[src/rtl/remap_fifo_pkg.sv]
package remap_fifo_pkg;
  // per-slot control decoded once by the top
  typedef struct packed {
    logic shift;  // head popped: take the upper neighbour
    logic load;   // this slot receives the pushed word
  } slot_ctl_t;
endpackage

[src/rtl/remap_fifo_slot.sv]
module remap_fifo_slot
  import remap_fifo_pkg::*;
#(
  parameter int DATA_W = 8
) (
  input  logic              clk,
  input  logic              rst_n,
  input  slot_ctl_t         ctl,
  input  logic              occ_self,
  input  logic              occ_up,
  input  logic [DATA_W-1:0] up_q,
  input  logic [DATA_W-1:0] push_data,
  input  logic              rm_strobe,
  input  logic [DATA_W-1:0] rm_match,
  input  logic [DATA_W-1:0] rm_repl,
  output logic [DATA_W-1:0] val_q
);
  logic [DATA_W-1:0] src, nxt;
  logic              src_occ;

  // one comparator per slot, placed after the shift mux
  always_comb begin
    src     = ctl.shift ? up_q   : val_q;
    src_occ = ctl.shift ? occ_up : occ_self;
    if (ctl.load)
      nxt = push_data;
    else if (!src_occ)
      nxt = val_q;
    else if (rm_strobe && (src == rm_match))
      nxt = rm_repl;
    else
      nxt = src;
  end

  always_ff @(posedge clk) begin
    if (!rst_n) val_q <= '0;
    else        val_q <= nxt;
  end

  AST_PUSH_RAW: assert property (@(posedge clk) disable iff (!rst_n)
    ctl.load |=> val_q == $past(push_data));
endmodule

[src/rtl/remap_fifo_ctrl.sv]
module remap_fifo_ctrl #(
  parameter int DEPTH = 16,
  parameter int CNT_W = $clog2(DEPTH+1)
) (
  input  logic             clk,
  input  logic             rst_n,
  input  logic             in_valid,
  input  logic             out_ready,
  output logic             in_ready,
  output logic             out_valid,
  output logic             full,
  output logic             empty,
  output logic             do_push,
  output logic             do_pop,
  output logic [CNT_W-1:0] wr_idx,
  output logic [CNT_W-1:0] count,
  output logic             overflow
);
  localparam logic [CNT_W-1:0] MAXC = CNT_W'(DEPTH);

  assign full      = (count == MAXC);
  assign empty     = (count == '0);
  assign out_valid = !empty;
  assign in_ready  = !full || out_ready;
  assign do_pop    = out_valid && out_ready;
  assign do_push   = in_valid && in_ready;
  assign wr_idx    = do_pop ? count - 1'b1 : count;

  always_ff @(posedge clk) begin
    if (!rst_n) begin
      count    <= '0;
      overflow <= 1'b0;
    end else begin
      overflow <= in_valid && !in_ready;
      case ({do_push, do_pop})
        2'b10:   count <= count + 1'b1;
        2'b01:   count <= count - 1'b1;
        default: count <= count;
      endcase
    end
  end

  AST_OVF_PULSE: assert property (@(posedge clk) disable iff (!rst_n)
    (in_valid && full && !out_ready) |=> overflow);
  AST_FULL_DROP: assert property (@(posedge clk) disable iff (!rst_n)
    (in_valid && full && !out_ready) |=> count == $past(count));
  AST_EMPTY_POP: assert property (@(posedge clk) disable iff (!rst_n)
    (empty && !in_valid) |=> empty);
  AST_POP_DEC: assert property (@(posedge clk) disable iff (!rst_n)
    (out_valid && out_ready && !in_valid) |=> count == $past(count) - 1'b1);
endmodule

[src/rtl/remap_fifo.sv]
module remap_fifo
  import remap_fifo_pkg::*;
#(
  parameter int DATA_W = 8,
  parameter int DEPTH  = 16,
  localparam int CNT_W = $clog2(DEPTH+1)
) (
  input  logic              clk,
  input  logic              rst_n,
  input  logic              in_valid,
  output logic              in_ready,
  input  logic [DATA_W-1:0] in_data,
  output logic              out_valid,
  input  logic              out_ready,
  output logic [DATA_W-1:0] out_data,
  input  logic              rm_strobe,
  input  logic [DATA_W-1:0] rm_match,
  input  logic [DATA_W-1:0] rm_repl,
  output logic              full,
  output logic              empty,
  output logic [CNT_W-1:0]  count,
  output logic              overflow
);
  logic             do_push, do_pop;
  logic [CNT_W-1:0] wr_idx;
  logic [DATA_W-1:0] slot_q [DEPTH];
  logic [DEPTH-1:0]  occ;

  remap_fifo_ctrl #(.DEPTH(DEPTH), .CNT_W(CNT_W)) u_ctrl (
    .clk(clk), .rst_n(rst_n), .in_valid(in_valid), .out_ready(out_ready),
    .in_ready(in_ready), .out_valid(out_valid), .full(full), .empty(empty),
    .do_push(do_push), .do_pop(do_pop), .wr_idx(wr_idx), .count(count),
    .overflow(overflow)
  );

  for (genvar i = 0; i < DEPTH; i++) begin : g_slot
    slot_ctl_t         ctl;
    logic              up_occ;
    logic [DATA_W-1:0] up_val;

    assign occ[i]    = (CNT_W'(i) < count);
    assign ctl.shift = do_pop;
    assign ctl.load  = do_push && (wr_idx == CNT_W'(i));

    if (i == DEPTH-1) begin : g_top
      assign up_occ = 1'b0;
      assign up_val = '0;
    end else begin : g_mid
      assign up_occ = occ[i+1];
      assign up_val = slot_q[i+1];
    end

    remap_fifo_slot #(.DATA_W(DATA_W)) u_slot (
      .clk(clk), .rst_n(rst_n), .ctl(ctl), .occ_self(occ[i]),
      .occ_up(up_occ), .up_q(up_val), .push_data(in_data),
      .rm_strobe(rm_strobe), .rm_match(rm_match), .rm_repl(rm_repl),
      .val_q(slot_q[i])
    );
  end

  assign out_data = slot_q[0];

  AST_HEAD_HOLD: assert property (@(posedge clk) disable iff (!rst_n)
    (out_valid && !out_ready && !rm_strobe) |=> out_data == $past(out_data));
  AST_HEAD_REMAP: assert property (@(posedge clk) disable iff (!rst_n)
    (out_valid && !out_ready && rm_strobe && out_data == rm_match)
      |=> out_data == $past(rm_repl));
endmodule

[config.mk]
export PLATFORM = sky130hd
export DESIGN_NAME = remap_fifo
export DESIGN_NICKNAME = d
export VERILOG_FILES = /design/src/rtl/remap_fifo_pkg.sv /design/src/rtl/remap_fifo_slot.sv /design/src/rtl/remap_fifo_ctrl.sv /design/src/rtl/remap_fifo.sv
export SDC_FILE = /design/constraint.sdc
export NUM_CORES = 1
export LEC_CHECK = 0
export BUFFER_PORTS_ARGS = -buffer_cell sky130_fd_sc_hd__buf_2
export CAP_MARGIN = 15
export CORE_MARGIN = 10
export CORE_UTILIZATION = 41
export DETAILED_ROUTE_END_ITERATION = 7
export HOLD_SLACK_MARGIN = 0.08
export PLACE_DENSITY_LB_ADDON = 0.05
export REMOVE_ABC_BUFFERS = 1
export SYNTH_ARGS = -nofsm -noshare
export SYNTH_HDL_FRONTEND = slang
export SYNTH_HIERARCHICAL = 1
export SYNTH_SLANG_ARGS = --single-unit
[constraint.sdc]
create_clock -name clk -period 3.17 [get_ports clk]
set_clock_uncertainty 0.05 [all_clocks]
set_input_delay 0.317 -clock clk [delete_from_list [all_inputs] [get_ports clk]]
set_output_delay 0.317 -clock clk [all_outputs]
set_load 0.005 [all_outputs]
==> results.json <==
{
  "fin_cells": 2009,
  "drive_gt1_share_pct": 30.7,
  "leakage_uw": 0.00497,
  "outcome": "completed",
  "grt_busiest_layer": "met1",
  "pre_cts_ws_ns": -0.130,
  "worstRegToRegCells": 11,
  "synth_top_family_by_area": "compound AO/OA/AOI/OAI gates",
  "area_growth_pct": 21.7,
  "cp.required_ns": 3.46,
  "synthAdderAreaFrac_pct": 0.298,
  "clockBufferDepth": 2,
  "placed_cells": 1934,
  "synth_xor_area_share_pct": 9.12,
  "num-fill-cells": 2970,
  "num_rows": 64,
  "synth_cell_types": 43,
  "yosysTopAreaCellShare_pct": 21.3,
  "hold_viol": 0,
  "setup_viol": 0,
  "track_usage_pct": 23.5,
  "arrival_ns": 3.41,
  "numPortBuffers": 46,
  "ir_drop_v": 0.000413,
  "dp_hpwl_mm": 29.2,
  "n_antenna_cell": 0,
  "hold_path_depth": 3,
  "hp-start": "out_ready",
  "dieArea_um2": 38100,
  "grt_pass1_vias": 11632,
  "async_flop_share_pct": 0,
  "syn_inst": 1468,
  "grt_pass1_wl_mm": 72.0,
  "path_class": "reg -> reg",
  "dr.pass1.iters": 5,
  "yosysTopAreaCell": "dfxtp_1",
  "min_to": "u_ctrl/overflow$_SDFF_PN0_",
  "cts_max_level": 4,
  "grt_use_met3_pct": 4.73,
  "finalNetCount": 1632,
  "hold_class": "in -> reg",
  "num_vias": 12914,
  "grt_max_degree": 72,
  "clk_pin_slew_ns": 0.06,
  "maxClockFrequency_mhz": 320,
  "synth_area_leaders": "dfxtp_1, mux2i_1, xor2_1, a22o_1, o31a_2",
  "route.detailed.drc": 0,
  "insertion_delay_ns": 0.43,
  "p_per_area_nw_per_um2": 657,
  "synthSimpleGateAreaFrac_pct": 18.3,
  "gp_congestion": 0.865,
  "overflow": 0,
  "crit_fanout": 19,
  "avgSynthCellArea_um2": 8.57,
  "synth.top_cells.by_count": "nand2_1, dfxtp_1, mux2i_1, o21ai_0, xor2_1",
  "ant_nets": 0,
  "slew_headroom_pct": 35.8,
  "synth_seq_cells": 134,
  "endpoint_kind": "register",
  "die_h_um": 195,
  "r2r_end": "g_slot[14].u_slot/val_q[1]$_SDFFE_PN0P_",
  "vias_per_cell": 6.43,
  "post-route-util_pct": 50.3,
  "drt-wirelength-per-cell_um": 23.8,
  "regArea_um2": 2680,
  "cts-root-buf": "clkbuf_16",
  "r2r_start": "u_ctrl/count[0]$_SDFFE_PN0P_",
  "ios": 47,
  "period_minus_slack_ns": 3.13,
  "drt-initial-drc-count": 1122,
  "core_area_um2": 30400,
  "worst_pin_slew_ns": 0.963,
  "multi_input_area_um2": 9980,
  "cp-start-kind": "register",
  "synth_mux_area_share_pct": 10.5,
  "antenna_found_initial": 0,
  "dpl_cell_area_um2": 13700,
  "synth_ff_type": "dfxtp_1",
  "globalRouteMet1Util_pct": 35.6,
  "rsz0062_at_grt": "yes",
  "cts_tree": "done",
  "grt_use_met2_pct": 32.3,
  "start_util_pct": 41.3,
  "die-width_um": 195,
  "yosys.cell_count.top_type": "nand2_1",
  "design_area_um2": 15300,
  "r2r_slack_ns": 0.04,
  "yosysSeqAreaShare_pct": 21.3,
  "slew_viol_final": 0,
  "fin_crit_sh_pct": 98.7,
  "synth_area_um2": 12600,
  "fin_ws_ns": 0.0416,
  "synth_compound_area_share_pct": 34.6,
  "clkSinkCount": 134,
  "max_cap_violations": 0,
  "yosysWarningCount": 6,
  "numCtsBuffers": 17,
  "synth_edf_count": 0,
  "routed_wl_mm": 47.8
}
-- what timing repair did --
| item | CTS | global route |
|---|---|---|
| hold buffers | 1 | 0 |
| hold endpoints to repair | 1 | 0 |
| pin swaps | 0 | 15 |
| endpoints found under the setup margin | 61 | 126 |
| gates resized for setup | 9 | 123 |
| buffers inserted | 0 | 35 |
| cloned | 0 | 7 |
-- layout by cell type (no fill, tap or decap), types with 17 or more instances in the layout --
cell / n
o31ai_1: 128
o31a_1: 32
nand2_1: 150
mux2i_1: 102
and2b_2: 17
clkbuf_16: 17
nor4_1: 127
xor2_2: 25
xor2_1: 105
buf_2: 45
dfxtp_1: 134
a22o_1: 128
buf_4: 135
o31a_2: 97
o21ai_0: 132
mux2i_2: 30
-- how the worst max path moves through the flow --
| stage | slack, ns | to | startpoint | cells past startpoint |
|---|---|---|---|---|
| after floorplan | -1.89 | g_slot[0].u_slot/val_q[0]$_SDFFE_PN0P_ | u_ctrl/count[1]$_SDFFE_PN0P_ | 11 |
| after global placement | -0.08 | g_slot[5].u_slot/val_q[0]$_SDFFE_PN0P_ | u_ctrl/count[0]$_SDFFE_PN0P_ | 12 |
| after detailed placement | -0.13 | g_slot[5].u_slot/val_q[0]$_SDFFE_PN0P_ | u_ctrl/count[0]$_SDFFE_PN0P_ | 12 |
| after CTS | 0.005 | g_slot[14].u_slot/val_q[1]$_SDFFE_PN0P_ | u_ctrl/count[0]$_SDFFE_PN0P_ | 11 |
| after global routing | -0.1 | g_slot[5].u_slot/val_q[1]$_SDFFE_PN0P_ | u_ctrl/count[0]$_SDFFE_PN0P_ | 13 |
| final | 0.04 | g_slot[14].u_slot/val_q[1]$_SDFFE_PN0P_ | u_ctrl/count[0]$_SDFFE_PN0P_ | 11 |
-- state kept, by name, summed over array words and instances (netlist names) --
name                 flops
g_slot.u_slot/val_q    128
u_ctrl/overflow          1
u_ctrl/count             5
-- power by group --
part	leakage, uW	total [uW]	switching [uW]	internal, uW
clock	0.000289	2030	819	1210
combinational	0.00360	5860	3370	2480
sequential	0.00108	2170	261	1910
total	0.00497	10100	4450	5610
-- metal layers --
metal	up-vias	part of all wire, %
li1	6094	-
met1	6238	50
met2	529	40
met3	53	8.0
met4	0	2.1
met5	-	0
-- worst max-delay path, cell delays in order (launching register included) --
cell and delay, ns:
dfxtp_1 0.31, inv_1 0.07, ha_1 0.16, or4b_4 0.46, and2_4 0.21, buf_12 0.17, buf_6 0.19, mux2i_1 0.23
xor2_1 0.35, nand3_2 0.20, o31a_2 0.37, o31ai_1 0.25
-- logic make-up after synthesis --
group | after synthesis
compound gates | 561
xor+xnor | 131
fa+ha+maj | 3
buf+inv | 106
flops | 134
mux | 132
other cells | 1
simple gates | 400
-- per-stage QoR --
step / setup TNS, ns / total power, uW / hold slack, ns
5_1_grt: -3.20 / 10700 / 0.314
4_1_cts: 0 / 9510 / 0.249
2_1_floorplan: -186.39 / 5610 / 0.375
3_5_place_dp: -1.76 / 7410 / 0.429
3_3_place_gp: -0.949 / 7380 / 0.431
6_report: 0 / 10100 / 0.281
-- area by class of cell --
type                       instances  share of cell area, %
multi-input combinational       1244                   65.2
clock buffer                      22                   3.10
inverter                           6                  0.147
tap                              396                   3.24
timing repair buffer             197                   10.1
clock inverter                    10                  0.670
sequential                       134                   17.5
Power figures use the tool's default switching activity.
